$ cat config.mk
export PLATFORM = sky130hd
export DESIGN_NAME = pibit_err_tracker
export DESIGN_NICKNAME = d
export VERILOG_FILES = /design/src/rtl/pibit_pkg.sv /design/src/rtl/pibit_tag_table.sv /design/src/rtl/pibit_reg_tracker.sv /design/src/rtl/pibit_err_tracker.sv
export SDC_FILE = /design/constraint.sdc
export NUM_CORES = 1
export LEC_CHECK = 0
export BUFFER_PORTS_ARGS = -buffer_cell sky130_fd_sc_hd__buf_2
export CORE_MARGIN = 2
export CORE_UTILIZATION = 55
export DETAILED_ROUTE_END_ITERATION = 10
export MAX_ROUTING_LAYER = met4
export PLACE_DENSITY = 0.79
export SLEW_MARGIN = 30
export SYNTH_ARGS = -nofsm -noshare
export SYNTH_HDL_FRONTEND = slang
export SYNTH_SLANG_ARGS = --single-unit
$ cat constraint.sdc
create_clock -name clk -period 2 [get_ports clk]
set_input_delay 0.2 -clock clk [delete_from_list [all_inputs] [get_ports clk]]
set_output_delay 0.2 -clock clk [all_outputs]
set_load 0.005 [all_outputs]
$ cat src/rtl/pibit_pkg.sv
package pibit_pkg;

    localparam int DEF_TAG_W = 4;
    localparam int DEF_REG_W = 4;

    typedef enum logic [1:0] {
        MODE_COMMIT  = 2'd0,
        MODE_REGREAD = 2'd1,
        MODE_STORE   = 2'd2,
        MODE_IO      = 2'd3
    } report_mode_e;

    typedef enum logic [2:0] {
        CLS_ORDINARY = 3'd0,
        CLS_NOP      = 3'd1,
        CLS_PREFETCH = 3'd2,
        CLS_HINT     = 3'd3
    } insn_cls_e;

    // Classes whose results cannot alter program output.
    function automatic logic is_neutral(input logic [2:0] cls);
        return (cls == CLS_NOP) || (cls == CLS_PREFETCH) || (cls == CLS_HINT);
    endfunction

    function automatic int max_w(input int a, input int b);
        return (a > b) ? a : b;
    endfunction

endpackage

$ cat src/rtl/pibit_tag_table.sv
module pibit_tag_table
    import pibit_pkg::*;
#(
    parameter int TAG_W = DEF_TAG_W
) (
    input  logic             clk,
    input  logic             rst,
    input  logic             det_valid,
    input  logic [TAG_W-1:0] det_tag,
    input  logic [2:0]       det_cls,
    input  logic             cm_valid,
    input  logic [TAG_W-1:0] cm_tag,
    output logic             cm_marked
);
    localparam int ENTRIES = 1 << TAG_W;

    logic [ENTRIES-1:0] mark_q;
    logic               set_hit;

    assign set_hit   = det_valid && !is_neutral(det_cls);
    assign cm_marked = cm_valid && (mark_q[cm_tag] || (set_hit && det_tag == cm_tag));

    always_ff @(posedge clk) begin
        if (rst) begin
            mark_q <= '0;
        end else begin
            if (set_hit)
                mark_q[det_tag] <= 1'b1;
            if (cm_valid)
                mark_q[cm_tag] <= 1'b0;
        end
    end


    neutral_no_mark_chk: assert property (@(posedge clk) disable iff (rst)
        (det_valid && is_neutral(det_cls) && !mark_q[det_tag])
            |=> !mark_q[$past(det_tag)]);

endmodule

$ cat src/rtl/pibit_reg_tracker.sv
module pibit_reg_tracker
    import pibit_pkg::*;
#(
    parameter int REG_W = DEF_REG_W
) (
    input  logic             clk,
    input  logic             rst,
    input  logic             wr_en,
    input  logic [REG_W-1:0] wr_reg,
    input  logic             wr_mark,
    input  logic [REG_W-1:0] rd_reg,
    input  logic [REG_W-1:0] st_reg,
    output logic             rd_marked,
    output logic             st_marked
);
    localparam int NREGS = 1 << REG_W;

    logic [NREGS-1:0] rmark_q;

    assign rd_marked = rmark_q[rd_reg];
    assign st_marked = rmark_q[st_reg];

    always_ff @(posedge clk) begin
        if (rst)
            rmark_q <= '0;
        else if (wr_en)
            rmark_q[wr_reg] <= wr_mark;
    end


    clean_write_clears_chk: assert property (@(posedge clk) disable iff (rst)
        (wr_en && !wr_mark) |=> !rmark_q[$past(wr_reg)]);

endmodule

$ cat src/rtl/pibit_err_tracker.sv
module pibit_err_tracker
    import pibit_pkg::*;
#(
    parameter int TAG_W = DEF_TAG_W,
    parameter int REG_W = DEF_REG_W,
    localparam int ID_W = max_w(TAG_W, REG_W)
) (
    input  logic             clk,
    input  logic             rst,
    input  logic [1:0]       mode,
    input  logic             det_valid,
    input  logic [TAG_W-1:0] det_tag,
    input  logic [2:0]       det_cls,
    input  logic             cm_valid,
    input  logic [TAG_W-1:0] cm_tag,
    input  logic             cm_wrong_path,
    input  logic             cm_pred_false,
    input  logic             cm_wr_en,
    input  logic [REG_W-1:0] cm_wr_reg,
    input  logic             rd_valid,
    input  logic [REG_W-1:0] rd_reg,
    input  logic             st_valid,
    input  logic             st_is_io,
    input  logic [REG_W-1:0] st_reg,
    output logic             err_valid,
    output logic             err_src,
    output logic [ID_W-1:0]  err_id
);
    report_mode_e mode_e;
    logic         cm_marked, squash, live_mark, reg_wr;
    logic         rd_marked, st_marked;
    logic         ev_hit, ev_src;
    logic [ID_W-1:0] ev_id;

    assign mode_e    = report_mode_e'(mode);
    assign squash    = cm_wrong_path || cm_pred_false;
    assign live_mark = cm_marked && !squash;
    assign reg_wr    = cm_valid && !squash && cm_wr_en;

    pibit_tag_table #(.TAG_W(TAG_W)) u_tags (
        .clk       (clk),
        .rst       (rst),
        .det_valid (det_valid),
        .det_tag   (det_tag),
        .det_cls   (det_cls),
        .cm_valid  (cm_valid),
        .cm_tag    (cm_tag),
        .cm_marked (cm_marked)
    );

    pibit_reg_tracker #(.REG_W(REG_W)) u_regs (
        .clk       (clk),
        .rst       (rst),
        .wr_en     (reg_wr),
        .wr_reg    (cm_wr_reg),
        .wr_mark   (live_mark),
        .rd_reg    (rd_reg),
        .st_reg    (st_reg),
        .rd_marked (rd_marked),
        .st_marked (st_marked)
    );

    always_comb begin
        ev_hit = 1'b0;
        ev_src = 1'b1;
        ev_id  = '0;
        unique case (mode_e)
            MODE_COMMIT: begin
                ev_hit = cm_valid && live_mark;
                ev_src = 1'b0;
                ev_id  = ID_W'(cm_tag);
            end
            MODE_REGREAD: begin
                ev_hit = rd_valid && rd_marked;
                ev_id  = ID_W'(rd_reg);
            end
            MODE_STORE: begin
                ev_hit = st_valid && st_marked;
                ev_id  = ID_W'(st_reg);
            end
            MODE_IO: begin
                ev_hit = st_valid && st_is_io && st_marked;
                ev_id  = ID_W'(st_reg);
            end
            default: ev_hit = 1'b0;
        endcase
    end

    always_ff @(posedge clk) begin
        if (rst) begin
            err_valid <= 1'b0;
            err_src   <= 1'b0;
            err_id    <= '0;
        end else begin
            err_valid <= ev_hit;
            err_src   <= ev_src;
            err_id    <= ev_id;
        end
    end


    squash_silent_chk: assert property (@(posedge clk) disable iff (rst)
        (mode_e == MODE_COMMIT && cm_valid && squash && !rd_valid && !st_valid)
            |=> !err_valid);


    plain_store_io_chk: assert property (@(posedge clk) disable iff (rst)
        (mode_e == MODE_IO && st_valid && !st_is_io) |=> !err_valid);


    src_matches_mode_chk: assert property (@(posedge clk) disable iff (rst)
        err_valid |-> (err_src == ($past(mode) != 2'd0)));


    reset_quiet_chk: assert property (@(posedge clk) rst |=> !err_valid);

endmodule

==> run metrics, run 1 <==
Starting Density 57.7%; Post-Synthesis Cells 233; grt ovf 0; Nets 307; Req. time, crit path 2.18 ns; first-pass GRT wire length 8.27 mm; Hold Crit Depth 3; CTS resizes 0; worst r2r dst u_regs.rmark_q[11]$_SDFFE_PP0P_; WL final 5.08 mm; status completed; pre-CTS setup slack 0.0257 ns; Worst path slowest cell a2111oi_0; Fillers 328; top cells by area, synth dfxtp_1, mux2i_1, mux4_2; worst min path class in2reg; clk sinks 38; routed len/inst 15.9 um; max cap viols 0; pwr dens 607 nW/um^2; Die Ht 66.4 um; Antenna Cells 0; drt pass-1 iters 4; Reg power frac 51.6%; Seq/Total Area, Yosys 35.5%; Comb pwr share 13.8%; Multi-input gate area 1300 um^2; Root Buffer clkbuf_8; die area 4410 um^2; worst-margin pin slew 0.616 ns; Final ANT Viol Nets 0; Starting DRT DRC Count 160; Post-synth top cells dfxtp_1, mux2i_1, a211oi_1, nor2b_1; I/O pin count 41; final hold vios 0; syn_nets 268; Final setup viols 0; clk_skew 0.00801 ns; Critical Path Source Type register; yosys warns 0; Worst Hold End err_id[3]$_SDFF_PP0_; EDFF count, synth 0; hold_buf cts 0; R2R cell count 7; CP Data Arrival Time 1.97 ns; Synth cell types 42; DRC 0; Final HPWL DP 3.69 mm; worst reg-to-reg setup slack 0.21 ns; area leader, netlist dfxtp_1; Critical Path, Cell by Cell nor2b_1, a2111oi_0, buf_4, and4b_1, nor3_2, buf_4, o21ai_0; Synth top area share 35.5%; Relative slew margins 58.9%; Net Switching 0.000376 W; Power Internal 0.00112 W; GP Congestion 0.865; power share of the clock group 34.6%; period utilization 89.6%; top-count cell post-synth dfxtp_1; number of synthesized register bits 38; placed inst area 2390 um^2; row count 22; share of synthesized registers carrying an async set or reset 0%; top achievable clock speed 558 MHz; Worst IR Drop VDD 0.350 mV; switching share of power 25.1%; Crit Path Class reg2reg; port bufs 40; FF-to-FF Start u_tags.mark_q[4]$_SDFF_PP0_; Power, Total 0.00150 W; setup TNS 0 ns; CP max FO 17; Synth Cell Area 2140 um^2; vias in the first global route 1,778; RSZ-0062 raised after global routing no; Layout area overhead 15.1%; H-tree lvl count 2; cell mode on critical path buf_4; core area 3720 um^2; setup ws final 0.208 ns; final hold slack 0.199 ns; via density per instance 6.12; top_reg_cell synth dfxtp_1; CTS tree done; Synth Area per Inst 9.20 um^2; Setup Buffers After CTS 0; Final Slew Violations 0; clock buffer depth 2; layout cells sized above 1 23.6%; worst hold path startpoint st_reg[3]; delay of the slowest critical-path stage 0.39 ns; clk_lat worst skew 0.29 ns; Total GRT Usage 25.8%; largest net degree at the start of global routing 39; Final Cell Area 2470 um^2; Reg area 761 um^2; crit path time final 1.79 ns; total CTS buffers 5; CTS clk-pin slew, worst paths 0.07 ns; total number of vias 1,951; Lkg Pwr 0.952 nW; antenna violations before repair 0; Die Width 66.4 um; CP Capture Type register
[per-stage QoR]
step	std cells	utilization [%]
2_1_floorplan	233	-
3_3_place_gp	313	64.2
3_5_place_dp	313	64.2
4_1_cts	319	66.4
5_1_grt	319	66.4
6_report	319	66.4
[cells by family after synthesis]
logic type | synth area share (%)
AOI/OAI and AO/OA | 19.0
xor gates and xnor gates | 1.63
buffers and inverters | 4.03
DFF | 35.5
muxes | 16.7
and+or+nand+nor | 23.2
[layer usage]
| metal | global-route usage (%) | vias up | wire length, um |
|---|---|---|---|
| met2 | 40.4 | 78 | 2340 |
| met4 | 8.16 | 0 | 67 |
| met3 | 5.62 | 9 | 339 |
| li1 | - | 948 | - |
| met5 | - | - | 0 |
| met1 | 33.3 | 916 | 2340 |
[flip-flops by register name, summed over array words and instances (netlist names)]
name / flops
err_id: 4
err_valid: 1
u_regs.rmark_q: 16
err_src: 1
u_tags.mark_q: 16
[power by group through the flow]
stage | Combinational (W) | Clock, W | Sequential, W
floorplan | 0.000117 | 0 | 0.000791
global placement | 0.000202 | 0 | 0.000790
detailed placement | 0.000205 | 0 | 0.000790
CTS | 0.000206 | 0.000531 | 0.000773
global route | 0.000228 | 0.000556 | 0.000773
finish | 0.000207 | 0.000519 | 0.000773
[worst max path at each step]
stage | startpoint | end | slack, ns | cells past startpoint
after global placement | cm_pred_false | u_regs.rmark_q[12]$_SDFFE_PP0P_ | 0.09 | 7
after detailed placement | cm_pred_false | u_regs.rmark_q[12]$_SDFFE_PP0P_ | 0.03 | 7
after global routing | u_tags.mark_q[4]$_SDFF_PP0_ | u_regs.rmark_q[7]$_SDFFE_PP0P_ | 0.05 | 7
after CTS | u_tags.mark_q[4]$_SDFF_PP0_ | u_regs.rmark_q[11]$_SDFFE_PP0P_ | 0.17 | 7
after floorplan | cm_tag[3] | u_regs.rmark_q[13]$_SDFFE_PP0P_ | 0.36 | 7
final | u_tags.mark_q[4]$_SDFF_PP0_ | u_regs.rmark_q[11]$_SDFFE_PP0P_ | 0.21 | 7
[cells in the final DEF, fill, tap and decap left out, types with 4 or more instances in the layout]
master	synthesis	layout
nor2b_1	17	17
buf_4	1	7
a31oi_1	5	5
nand2_1	12	12
nand2b_1	15	15
a21oi_1	15	15
clkbuf_8	0	6
o21ai_0	6	6
mux4_2	7	7
nor2_1	15	15
nand3b_1	4	4
xnor2_1	4	4
a311oi_1	4	4
a2111oi_0	5	5
dfxtp_1	38	38
nor3_1	5	5
inv_1	4	4
a211oi_1	17	17
mux2i_1	20	20
buf_2	3	40
[cell type report]
type | instances | share of cell area, %
Multi-Input combinational cell | 176 | 52.6
Sequential cell | 38 | 30.8
Timing Repair Buffer | 47 | 10.2
Clock buffer | 6 | 3.35
Tap cell | 48 | 2.43
Inverter | 4 | 0.608
[worst max-delay path, delay by kind of cell, from the launching register on]
family	cells	cell delay (ns)
AO/OA/AOI/OAI	2	0.51
buffers and inverters	2	0.40
AND/OR/NAND/NOR	3	0.46
flip-flops	1	0.31
Note: power is estimated with default switching activity, not from simulation.
==> run 2: changes to the inputs <==
--- a/config.mk
+++ b/config.mk
@@ -11,6 +11,7 @@
 export DETAILED_ROUTE_END_ITERATION = 10
 export MAX_ROUTING_LAYER = met4
 export PLACE_DENSITY = 0.79
+export RECOVER_POWER = 50
 export SLEW_MARGIN = 30
 export SYNTH_ARGS = -nofsm -noshare
 export SYNTH_HDL_FRONTEND = slang
==> run 2 against run 1 <==
Power is essentially flat. Design area shrank 0.25%. Clock skew is essentially flat. Worst setup slack lost 0.034 ns. Fmax shrank 1.9%. Global-route usage is the same. Worst hold slack is essentially flat. Core utilization shrank 0.17 points. Final cell count is the same. Sequential share of layout area grew 0.078 points. Die area is the same. Largest cell class unchanged.
==> run metrics, run 2 (same netlist as run 1, synthesis figures left out) <==
Critical Path, Cell by Cell nor2b_1, a2111oi_0, buf_4, and4b_1, nor3_2, buf_4, o32ai_1 (was nor2b_1, a2111oi_0, buf_4, and4b_1, nor3_2, buf_4, o21ai_0); drt pass-1 iters 4 (unchanged); Req. time, crit path 2.12 ns (was 2.18 ns); clock buffer depth 2 (unchanged); Lkg Pwr 0.941 nW (was 0.952 nW); Final ANT Viol Nets 0 (unchanged); total number of vias 1,951 (unchanged); FF-to-FF Start u_tags.mark_q[4]$_SDFF_PP0_ (unchanged); Setup Buffers After CTS 0 (unchanged); final core area utilization 66.3% (was 66.4%); Hold Crit Depth 3 (unchanged); DP Cell Count 313 (unchanged); routed len/inst 16.0 um (was 15.9 um); antenna violations before repair 0 (unchanged); delay of the slowest critical-path stage 0.39 ns (about the same); H-tree lvl count 2 (unchanged); CP Launch Point u_tags.mark_q[4]$_SDFF_PP0_ (unchanged); DRC 0 (unchanged); Worst IR Drop VDD 0.350 mV (about the same); Worst path slowest cell a2111oi_0 (unchanged); final hold vios 0 (unchanged); Starting DRT DRC Count 160 (unchanged); worst-margin pin slew 1.46 ns (was 0.616 ns); Root Buffer clkbuf_8 (unchanged); first-pass GRT wire length 8.27 mm (unchanged); via density per instance 6.12 (unchanged); die area 4410 um^2 (unchanged); CP Data Arrival Time 1.94 ns (was 1.97 ns); clk_skew 0.00814 ns (was 0.00801 ns); worst min path class in2reg (unchanged); final hold slack 0.199 ns (about the same); Crit Path Class reg2reg (unchanged); Final setup viols 0 (unchanged); port bufs 40 (unchanged); Relative slew margins 2.85% (was 58.9%); worst hold path startpoint st_reg[3] (unchanged); core area 3720 um^2 (unchanged); RSZ-0062 raised after global routing no (unchanged); R2R cell count 7 (unchanged); WL final 5.09 mm (was 5.08 mm); CP max FO 17 (unchanged); CTS tree done (unchanged); most frequent cells in the layout dfxtp_1, buf_2, mux2i_1 (was buf_2, dfxtp_1, mux2i_1); hold_buf cts 0 (unchanged); Starting Density 57.7% (unchanged); I/O pin count 41 (unchanged); largest net degree at the start of global routing 39 (unchanged); setup TNS 0 ns (unchanged); layout cells sized above 1 22.5% (was 23.6%); max cap viols 0 (unchanged); Die Width 66.4 um (unchanged); Critical Path Source Type register (unchanged); Nets 307 (unchanged); pwr dens 608 nW/um^2 (was 607 nW/um^2); Antenna Cells 0 (unchanged); GP Congestion 0.865 (unchanged); clk_lat worst skew 0.29 ns (about the same); Final Slew Violations 0 (unchanged); top achievable clock speed 548 MHz (was 558 MHz); vias in the first global route 1,778 (unchanged); Die Ht 66.4 um (unchanged); cell mode on critical path buf_4 (unchanged); Total GRT Usage 25.8% (unchanged); largest registers u_regs.rmark_q x16, u_tags.mark_q x16, err_id x4 (unchanged); clk sinks 38 (unchanged); CTS resizes 0 (unchanged); Non-Filler Instances 319 (unchanged); Layout area overhead 14.8% (was 15.1%); row count 22 (unchanged); total CTS buffers 5 (unchanged); period utilization 91.3% (was 89.6%); Final HPWL DP 3.69 mm (unchanged); CP Capture Type register (unchanged); grt ovf 0 (unchanged); CTS clk-pin slew, worst paths 0.07 ns (about the same); status completed (unchanged); crit path time final 1.83 ns (was 1.79 ns)
[run 2: cell count changes in the layout (fill, tap and decap cells not counted), sizes merged]
| cell | before | now |
|---|---|---|
| buf | 47 | 44 |
| clkbuf | 6 | 9 |
[run 2: critical path: cells and delay by family, from the launching register on]
family	cells	cell delay (ns)
simple gates	3	0.46
flops	1	0.31
buf+inv	2	0.40
compound gates	2	0.48
[run 2: final cells by class]
class | instances | area [um^2]
flip-flops and latches | 38 | 761
multi-input cells | 176 | 1300
fillers | 332 | 1250
well taps | 48 | 60.1
inverters | 4 | 15.0
repair buffers | 47 | 246
clock buffers | 6 | 82.6
[run 2: report_power, final]
group          switching [W]  internal [W]  total [W]
registers         0.00000405      0.000769   0.000773
logic               0.000119     0.0000869   0.000206
clock network       0.000253      0.000266   0.000518
total               0.000376       0.00112    0.00150
[run 2: layer usage]
| layer | GRT usage, % | up-vias | routed length, um |
|---|---|---|---|
| li1 | - | 948 | - |
| met1 | 33.3 | 916 | 2340 |
| met2 | 40.4 | 78 | 2340 |
| met3 | 5.62 | 9 | 341 |
| met4 | 8.16 | 0 | 67 |
| met5 | - | - | 0 |
[run 2: worst paths after layout]
path | to | slack [ns]
max | err_valid$_SDFF_PP0_ | 0.17
min | err_id[3]$_SDFF_PP0_ | 0.20
max reg2reg | err_valid$_SDFF_PP0_ | 0.17
min reg2reg | u_regs.rmark_q[6]$_SDFFE_PP0P_ | 0.50
[run 2: per-stage QoR]
stage | total power (W) | cell area, um^2 | setup slack, ns
5_1_grt | 0.00156 | 2460 | 0.0360
6_report | 0.00150 | 2460 | 0.174
4_1_cts | 0.00151 | 2470 | 0.172
2_1_floorplan | 0.000908 | 2140 | 0.363
3_3_place_gp | 0.000992 | 2390 | 0.0892
3_5_place_dp | 0.000995 | 2390 | 0.0257
